--- config.mk ---
export PLATFORM = sky130hd
export DESIGN_NAME = flash_card_steer
export DESIGN_NICKNAME = d
export VERILOG_FILES = /design/src/rtl/fcs_pkg.sv /design/src/rtl/fcs_ctrl.sv /design/src/rtl/fcs_path.sv /design/src/rtl/flash_card_steer.sv
export SDC_FILE = /design/constraint.sdc
export NUM_CORES = 1
export LEC_CHECK = 0
export ABC_AREA = 1
export BUFFER_PORTS_ARGS = -buffer_cell sky130_fd_sc_hd__buf_2
export CORE_MARGIN = 8
export CORE_UTILIZATION = 34
export DETAILED_ROUTE_END_ITERATION = 6
export GPL_TIMING_DRIVEN = 0
export PLACE_DENSITY = 0.91
export SLEW_MARGIN = 30
export SYNTH_ARGS = -nofsm -noshare
export SYNTH_HDL_FRONTEND = slang
export SYNTH_SLANG_ARGS = --single-unit
--- constraint.sdc ---
create_clock -name vclk -period 1.12
set_input_delay 0 -clock vclk [all_inputs]
set_output_delay 0 -clock vclk [all_outputs]
set_load 0.03 [all_outputs]
--- src/rtl/fcs_pkg.sv ---
package fcs_pkg;

  typedef enum logic [1:0] {
    MODE_IDLE,
    MODE_BYTE,
    MODE_WORD,
    MODE_ODD
  } accMode_e;

  // strobes passed from the decoder to the steering datapath
  typedef struct packed {
    logic laneLoEn;   // host bits 7:0 driven
    logic laneHiEn;   // host bits 15:8 driven
    logic loFromOdd;  // low host lane carries the odd byte
    logic useEven;    // access touches the even byte
    logic useOdd;     // access touches the odd byte
    logic attrPlane;  // attribute plane selected
    logic rdCycle;    // read in progress
    logic wrCycle;    // write in progress
  } strobe_t;

endpackage

--- src/rtl/fcs_ctrl.sv ---
module fcs_ctrl
  import fcs_pkg::*;
(
  input  logic    ce1N,
  input  logic    ce2N,
  input  logic    regN,
  input  logic    oeN,
  input  logic    weN,
  input  logic    addrLsb,
  output strobe_t strobes
);

  accMode_e mode;
  logic     active;

  always_comb begin
    unique case ({ce2N, ce1N})
      2'b11:   mode = MODE_IDLE;
      2'b10:   mode = MODE_BYTE;
      2'b00:   mode = MODE_WORD;
      default: mode = MODE_ODD;
    endcase
  end

  assign active = (mode != MODE_IDLE);

  always_comb begin
    strobes           = '0;
    strobes.attrPlane = !regN;
    strobes.rdCycle   = active && !oeN && weN;
    strobes.wrCycle   = active && !weN && oeN;
    strobes.loFromOdd = (mode == MODE_BYTE) && addrLsb;
    strobes.useEven   = (mode == MODE_WORD) || ((mode == MODE_BYTE) && !addrLsb);
    strobes.useOdd    = (mode == MODE_WORD) || (mode == MODE_ODD) ||
                        ((mode == MODE_BYTE) && addrLsb);
    strobes.laneLoEn  = strobes.rdCycle && ((mode == MODE_BYTE) || (mode == MODE_WORD));
    strobes.laneHiEn  = strobes.rdCycle && ((mode == MODE_WORD) || (mode == MODE_ODD));
  end

  always_comb begin
    if (ce1N && ce2N)
      assert_standby_quiet_R1: assert (!strobes.laneLoEn && !strobes.laneHiEn &&
                                       !strobes.useEven && !strobes.useOdd)
        else $error("standby left a lane or byte active");
    if (strobes.laneLoEn || strobes.laneHiEn)
      assert_lane_gate_R5: assert (!oeN && weN)
        else $error("lane driven outside a read strobe");
    if (!ce1N && !ce2N && !oeN && weN)
      assert_word_both_lanes_R3: assert (strobes.laneLoEn && strobes.laneHiEn && !strobes.loFromOdd)
        else $error("word read did not drive both lanes straight");
    if (ce1N && !ce2N)
      assert_odd_only_R4: assert (!strobes.laneLoEn && !strobes.useEven)
        else $error("odd-only access touched the low lane");
  end

endmodule

--- src/rtl/fcs_path.sv ---
module fcs_path
  import fcs_pkg::*;
#(
  parameter int HOST_AW   = 26,
  parameter int DEV_AW    = 17,
  parameter int NUM_PAIRS = 10,
  parameter int ATTR_AW   = 10
) (
  input  strobe_t              strobes,
  input  logic [HOST_AW-1:0]   hostAddr,
  input  logic [15:0]          hostWrData,
  input  logic                 wrProtect,
  output logic [15:0]          hostRdData,
  output logic [DEV_AW-1:0]    devAddr,
  output logic [NUM_PAIRS-1:0] devCsLoN,
  output logic [NUM_PAIRS-1:0] devCsHiN,
  output logic                 devOeN,
  output logic                 devWeN,
  output logic [7:0]           devWrLo,
  output logic [7:0]           devWrHi,
  input  logic [7:0]           devRdLo,
  input  logic [7:0]           devRdHi,
  output logic                 attrCsN,
  output logic                 attrWeN,
  output logic [ATTR_AW-1:0]   attrAddr,
  output logic [7:0]           attrWrData,
  input  logic [7:0]           attrRdData
);

  localparam int PAIR_W  = (NUM_PAIRS > 1) ? $clog2(NUM_PAIRS) : 1;
  localparam int PAIR_LO = DEV_AW + 1;
  localparam int USED_W  = PAIR_LO + PAIR_W;
  localparam logic [7:0] ODD_ATTR_FILL = 8'hFF;

  logic [PAIR_W-1:0] pairIdx;
  logic              pairHit;
  logic              flashAcc;
  logic              unusedAddr;

  assign pairIdx    = hostAddr[PAIR_LO +: PAIR_W];
  assign pairHit    = ({1'b0, pairIdx} < (PAIR_W + 1)'(NUM_PAIRS));
  assign flashAcc   = !strobes.attrPlane;
  assign unusedAddr = ^{hostAddr[HOST_AW-1:USED_W], hostAddr[0]};

  assign devAddr  = hostAddr[DEV_AW:1];
  assign attrAddr = hostAddr[ATTR_AW:1];

  for (genvar gi = 0; gi < NUM_PAIRS; gi++) begin : g_pair
    logic pairSel;
    assign pairSel      = flashAcc && pairHit && (pairIdx == PAIR_W'(gi));
    assign devCsLoN[gi] = !(pairSel && strobes.useEven);
    assign devCsHiN[gi] = !(pairSel && strobes.useOdd);
  end

  assign devOeN  = !(strobes.rdCycle && flashAcc);
  assign devWeN  = !(strobes.wrCycle && flashAcc && !wrProtect);
  assign attrCsN = !(strobes.attrPlane && strobes.useEven);
  assign attrWeN = !(strobes.wrCycle && strobes.attrPlane && strobes.useEven);

  assign devWrLo    = hostWrData[7:0];
  assign devWrHi    = strobes.loFromOdd ? hostWrData[7:0] : hostWrData[15:8];
  assign attrWrData = hostWrData[7:0];

  always_comb begin
    logic [7:0] evenByte;
    logic [7:0] oddByte;
    evenByte   = strobes.attrPlane ? attrRdData : devRdLo;
    oddByte    = strobes.attrPlane ? ODD_ATTR_FILL : devRdHi;
    hostRdData = '0;
    if (strobes.laneLoEn) hostRdData[7:0]  = strobes.loFromOdd ? oddByte : evenByte;
    if (strobes.laneHiEn) hostRdData[15:8] = oddByte;
  end

  always_comb begin
    assert_cs_onehot_R7: assert ($onehot0(~devCsLoN) && $onehot0(~devCsHiN))
      else $error("more than one pair selected");
    if (wrProtect)
      assert_wp_lock_R11: assert (devWeN)
        else $error("flash write strobe under write protect");
    if (strobes.attrPlane)
      assert_attr_isolation_R9: assert ((&devCsLoN) && (&devCsHiN))
        else $error("flash selected during attribute access");
    if (!attrWeN)
      assert_attr_even_only_R10: assert (!attrCsN && !strobes.loFromOdd)
        else $error("attribute write on an odd byte");
  end

endmodule

--- src/rtl/flash_card_steer.sv ---
module flash_card_steer
  import fcs_pkg::*;
#(
  parameter int HOST_AW   = 26,
  parameter int DEV_AW    = 17,
  parameter int NUM_PAIRS = 10,
  parameter int ATTR_AW   = 10
) (
  input  logic                 hostCe1N,
  input  logic                 hostCe2N,
  input  logic                 hostRegN,
  input  logic                 hostOeN,
  input  logic                 hostWeN,
  input  logic [HOST_AW-1:0]   hostAddr,
  input  logic [15:0]          hostWrData,
  output logic [15:0]          hostRdData,
  output logic                 hostLaneLoEn,
  output logic                 hostLaneHiEn,
  output logic                 hostWaitN,
  input  logic                 wrProtect,
  output logic [DEV_AW-1:0]    devAddr,
  output logic [NUM_PAIRS-1:0] devCsLoN,
  output logic [NUM_PAIRS-1:0] devCsHiN,
  output logic                 devOeN,
  output logic                 devWeN,
  output logic [7:0]           devWrLo,
  output logic [7:0]           devWrHi,
  input  logic [7:0]           devRdLo,
  input  logic [7:0]           devRdHi,
  output logic                 attrCsN,
  output logic                 attrWeN,
  output logic [ATTR_AW-1:0]   attrAddr,
  output logic [7:0]           attrWrData,
  input  logic [7:0]           attrRdData
);

  strobe_t strobes;

  fcs_ctrl ctrl_i (
    .ce1N    (hostCe1N),
    .ce2N    (hostCe2N),
    .regN    (hostRegN),
    .oeN     (hostOeN),
    .weN     (hostWeN),
    .addrLsb (hostAddr[0]),
    .strobes (strobes)
  );

  fcs_path #(
    .HOST_AW   (HOST_AW),
    .DEV_AW    (DEV_AW),
    .NUM_PAIRS (NUM_PAIRS),
    .ATTR_AW   (ATTR_AW)
  ) path_i (
    .strobes    (strobes),
    .hostAddr   (hostAddr),
    .hostWrData (hostWrData),
    .wrProtect  (wrProtect),
    .hostRdData (hostRdData),
    .devAddr    (devAddr),
    .devCsLoN   (devCsLoN),
    .devCsHiN   (devCsHiN),
    .devOeN     (devOeN),
    .devWeN     (devWeN),
    .devWrLo    (devWrLo),
    .devWrHi    (devWrHi),
    .devRdLo    (devRdLo),
    .devRdHi    (devRdHi),
    .attrCsN    (attrCsN),
    .attrWeN    (attrWeN),
    .attrAddr   (attrAddr),
    .attrWrData (attrWrData),
    .attrRdData (attrRdData)
  );

  assign hostLaneLoEn = strobes.laneLoEn;
  assign hostLaneHiEn = strobes.laneHiEn;
  assign hostWaitN    = 1'b1;  // never stretches a cycle

endmodule

# After elaboration in Yosys (flattened, before gate mapping)
# Cells that the tools add are included.
[op_classes]
n_lt_le_gt_ge = 1
eq_ne = 14
n_mux = 7
reduce_logical = 81
[op_table]
columns = ["cell", "count"]
rows = [
  ["8-bit 2-to-1 mux", 6],
  ["1-bit logical AND", 45],
  ["1-bit zero test", 29],
  ["4-bit by 3-bit == test with 1-bit output, second input constant", 4],
  ["2-bit == test, second input constant", 4],
  ["4-bit by 2-bit == test with 1-bit output, second input constant", 2],
  ["4-bit == test, second input constant", 2],
  ["2-bit one-hot mux with 3 select lines", 1],
  ["4-bit by 1-bit == test with 1-bit output, second input constant", 1],
  ["4-bit zero test", 1],
  ["1-bit logical OR", 4],
  ["4-bit < comparator, second input constant", 1],
  ["2-bit by 1-bit == test with 1-bit output, second input constant", 1],
  ["2-bit zero test", 1],
  ["2-bit nonzero test", 1],
]
[word_totals]
reg_bits = 0
in_bits = 72
output_inout_bits = 94

# Logic depth before layout (Yosys ltp)
[depth]
depth_word = 8
mapped_depth = 7

# Modules after synthesis
# From an unflattened synthesis, not the netlist that was laid out.
[hier_totals]
hier_cells = 219
area_unflattened_um2 = 1093.5
[modules_own_cells]
columns = ["module", "instances", "cells_each", "area_per_inst_um2", "seq_area_each_um2"]
rows = [
  ["fcs_path", 1, 201, 1019.7, 0.0],
  ["fcs_ctrl", 1, 16, 62.6, 0.0],
  ["flash_card_steer", 1, 2, 11.3, 0.0],
]

# Worst setup path after synthesis
# Ideal clock, no wire load.
[synth_timing]
path_type = "input port to output port"
startpoint = "input port hostOeN"
endpoint = "output port hostRdData[3]"
t_arrival_ps = 1058
required_time_ps = 1120
slack_ps = 62
cell_stages = 5
n_path_buf = 0
path_cell_list = "inv_1 > nand2_1 > nor2_2 > nand2_1 > nor2_1"
[synth_between]
elab_chain_cells = 5
[synth_lines]
columns = ["element", "line_no", "rtl"]
rows = [
  ["start, declared", "flash_card_steer.sv:12", "input logic hostOeN,"],
  ["1-bit zero test", "fcs_ctrl.sv:30", "strobes.rdCycle = active && !oeN && weN;"],
  ["1-bit logical AND (2 in a row)", "fcs_ctrl.sv:30", ""],
  ["1-bit logical AND", "fcs_ctrl.sv:36", "strobes.laneLoEn = strobes.rdCycle && ((mode == MODE_BYTE) || (mode == MODE_WORD));"],
  ["named net hostLaneLoEn", "flash_card_steer.sv:17", "output logic hostLaneLoEn,"],
  ["8-bit 2-to-1 mux", "fcs_path.sv:70", "if (strobes.laneLoEn) hostRdData[7:0] = strobes.loFromOdd ? oddByte : evenByte;"],
  ["end, declared", "flash_card_steer.sv:16", "output logic [15:0] hostRdData,"],
]
# The timed path passes the listed nets, and every way through them passes these cells.

# Worst setup path after layout
[layout_timing]
startpoint = "input port hostOeN"
endpoint = "output port hostRdData[2]"
[layout_between]
elab_chain_cells = 5
[layout_lines]
columns = ["element", "line_no"]
rows = [
  ["1-bit zero test", "fcs_ctrl.sv:30"],
  ["1-bit logical AND (2 in a row)", "fcs_ctrl.sv:30"],
  ["1-bit logical AND", "fcs_ctrl.sv:36"],
  ["8-bit 2-to-1 mux", "fcs_path.sv:70"],
]
# Every way passes these cells.

==> metrics.txt <==
status completed; Comb power frac 100.0%; post-CTS setup buffer count 0; Ant. Diodes 0; total design power 0.875 mW; die area 5370 sq um; vias in the first global route 1706; Fin. Hold Viols 0; top-count cell post-synth nand2_1; initial antenna violation count 0; Routed Antenna Nets 0; Post-CTS Resized 0; layout cells sized above 1 59.6%; Post-Syn Nets 286; crit start category input pin; Post-CTS Hold Buffers 0; Detailed Route Iter0 Violations 30; WP data required 1.12 ns; switching share of power 62.0%; first-pass GRT wire length 7.18 mm; RSZ-0062 raised after global routing false; core area 3230 sq um; clock share of power 0%; Synth cell types 14; Synth Warn # 0; row count 21; Mapped Area 1120 sq um; GR Overflow Total 0; GRT Total Usage 15.6%; Routed WL 4.73 mm; Switch Pwr 0.543 mW; Min-Delay Path Class in -> out; largest net degree at the start of global routing 11; Filler Cell Count 346; Yosys top cell area share 32.3%; Routed WL per cell 11.8 um; worst setup path class in -> out; Die Y 73.3 um; routability cong. 0.813; boundary pin count 166; DP Wirelength 4.29 mm; Post-Synthesis Cells 214; Area Overhead vs Synth 68.8%; Final min period 0.945 ns; Die X 73.3 um; vias 1724; Peak VDD IR 308 uV; largest fanout on the critical path 9; vias per inst 4.29; DRC 0; final setup fails 0; sequential cell count 0; Worst Path Arrival 0.94 ns; power per cell area 464 nW/um^2; Synth area leaders buf_4 (32%), nand2_1 (26%), nor2_1 (12%), nand3_1 (9.9%), nor2_2 (6.2%); Synth top cells by count nand2_1 (76), buf_4 (48), nor2_1 (36), nand3_1 (22), nor2_2 (11); Syn Area/Cell 5.22 sq um; CLK BUF 0; cell taking the most area after synthesis buf_4; multi-input logic area 669 sq um; register share of total power 0%; sequential cell area 0 sq um; Leak 1.16 nW; Final nets 430; DR pass1 iterations 4; Max Fclk 1060 MHz; element type at the critical path end primary output; setup_tns 0 ns; sequential fraction of the synthesis area 0%; max-cap violation count 0; P_int 0.332 mW; fin. max-slew vios 0; crit share post-route 84.4%; starting density of the core 34.5%; I/O Buffers 142
placed cells by master (no fill, tap or decap):
| cell | instances |
|---|---|
| nand2_2 | 2 |
| nor2_2 | 11 |
| buf_2 | 142 |
| conb_1 | 1 |
| a21oi_1 | 1 |
| inv_1 | 7 |
| nand3b_4 | 1 |
| inv_2 | 1 |
| nand3_1 | 22 |
| nor2_4 | 2 |
| buf_4 | 48 |
| nand2_1 | 76 |
| nand4_1 | 1 |
| buf_6 | 5 |
| nor2_1 | 36 |
routing by layer:
layer	up-vias	part of all wire [%]	GRT usage, %
li1	892	-	-
met1	740	34	14.5
met2	90	53	31.9
met3	2	12	6.14
met4	0	0.40	0.887
met5	-	0	0
cell type report:
type,instances,share of cell area (%)
multi-input combinational,153,35.5
tap,46,3.05
timing repair buffer,142,37.7
buffer,53,22.1
inverter,8,1.59
worst max-delay path, cell delays in order:
cell     delay (ns)
buf_2          0.10
inv_1          0.08
nand2_1        0.07
nor2_2         0.28
nand2_1        0.11
nor2_2         0.09
buf_2          0.21
worst paths after layout:
kind          from       endpoint  slack (ns)  depth (start not counted)
max        hostOeN  hostRdData[2]        0.18                          7
min   hostAddr[11]    devAddr[10]        0.25                          2
cell families after synthesis:
logic type | synth area share, %
AO/OA/AOI/OAI | 0.448
buffers and inverters | 40.0
other | 0.336
AND/OR/NAND/NOR | 59.2
through the flow:
| step | util, % | hold WS [ns] | worst slack (ns) | instances | cell area [sq um] |
|---|---|---|---|---|---|
| floorplan | - | 0.0925 | 0.0616 | 214 | 1120 |
| global placement | 58.3 | 0.254 | 0.200 | 402 | 1880 |
| detailed placement | 58.3 | 0.254 | 0.177 | 402 | 1880 |
| CTS | 58.3 | 0.254 | 0.174 | 402 | 1880 |
| global route | 58.3 | 0.257 | 0.0755 | 402 | 1880 |
| finish | 58.3 | 0.252 | 0.175 | 402 | 1880 |
power by group through the flow:
stage / sequential, mW / combinational (mW) / clock [mW]
CTS: 0 / 0.883 / 0
global placement: 0 / 0.870 / 0
detailed placement: 0 / 0.881 / 0
floorplan: 0 / 0.618 / 0
global route: 0 / 0.944 / 0
finish: 0 / 0.875 / 0
No activity file was read; power rests on OpenSTA's default activity.
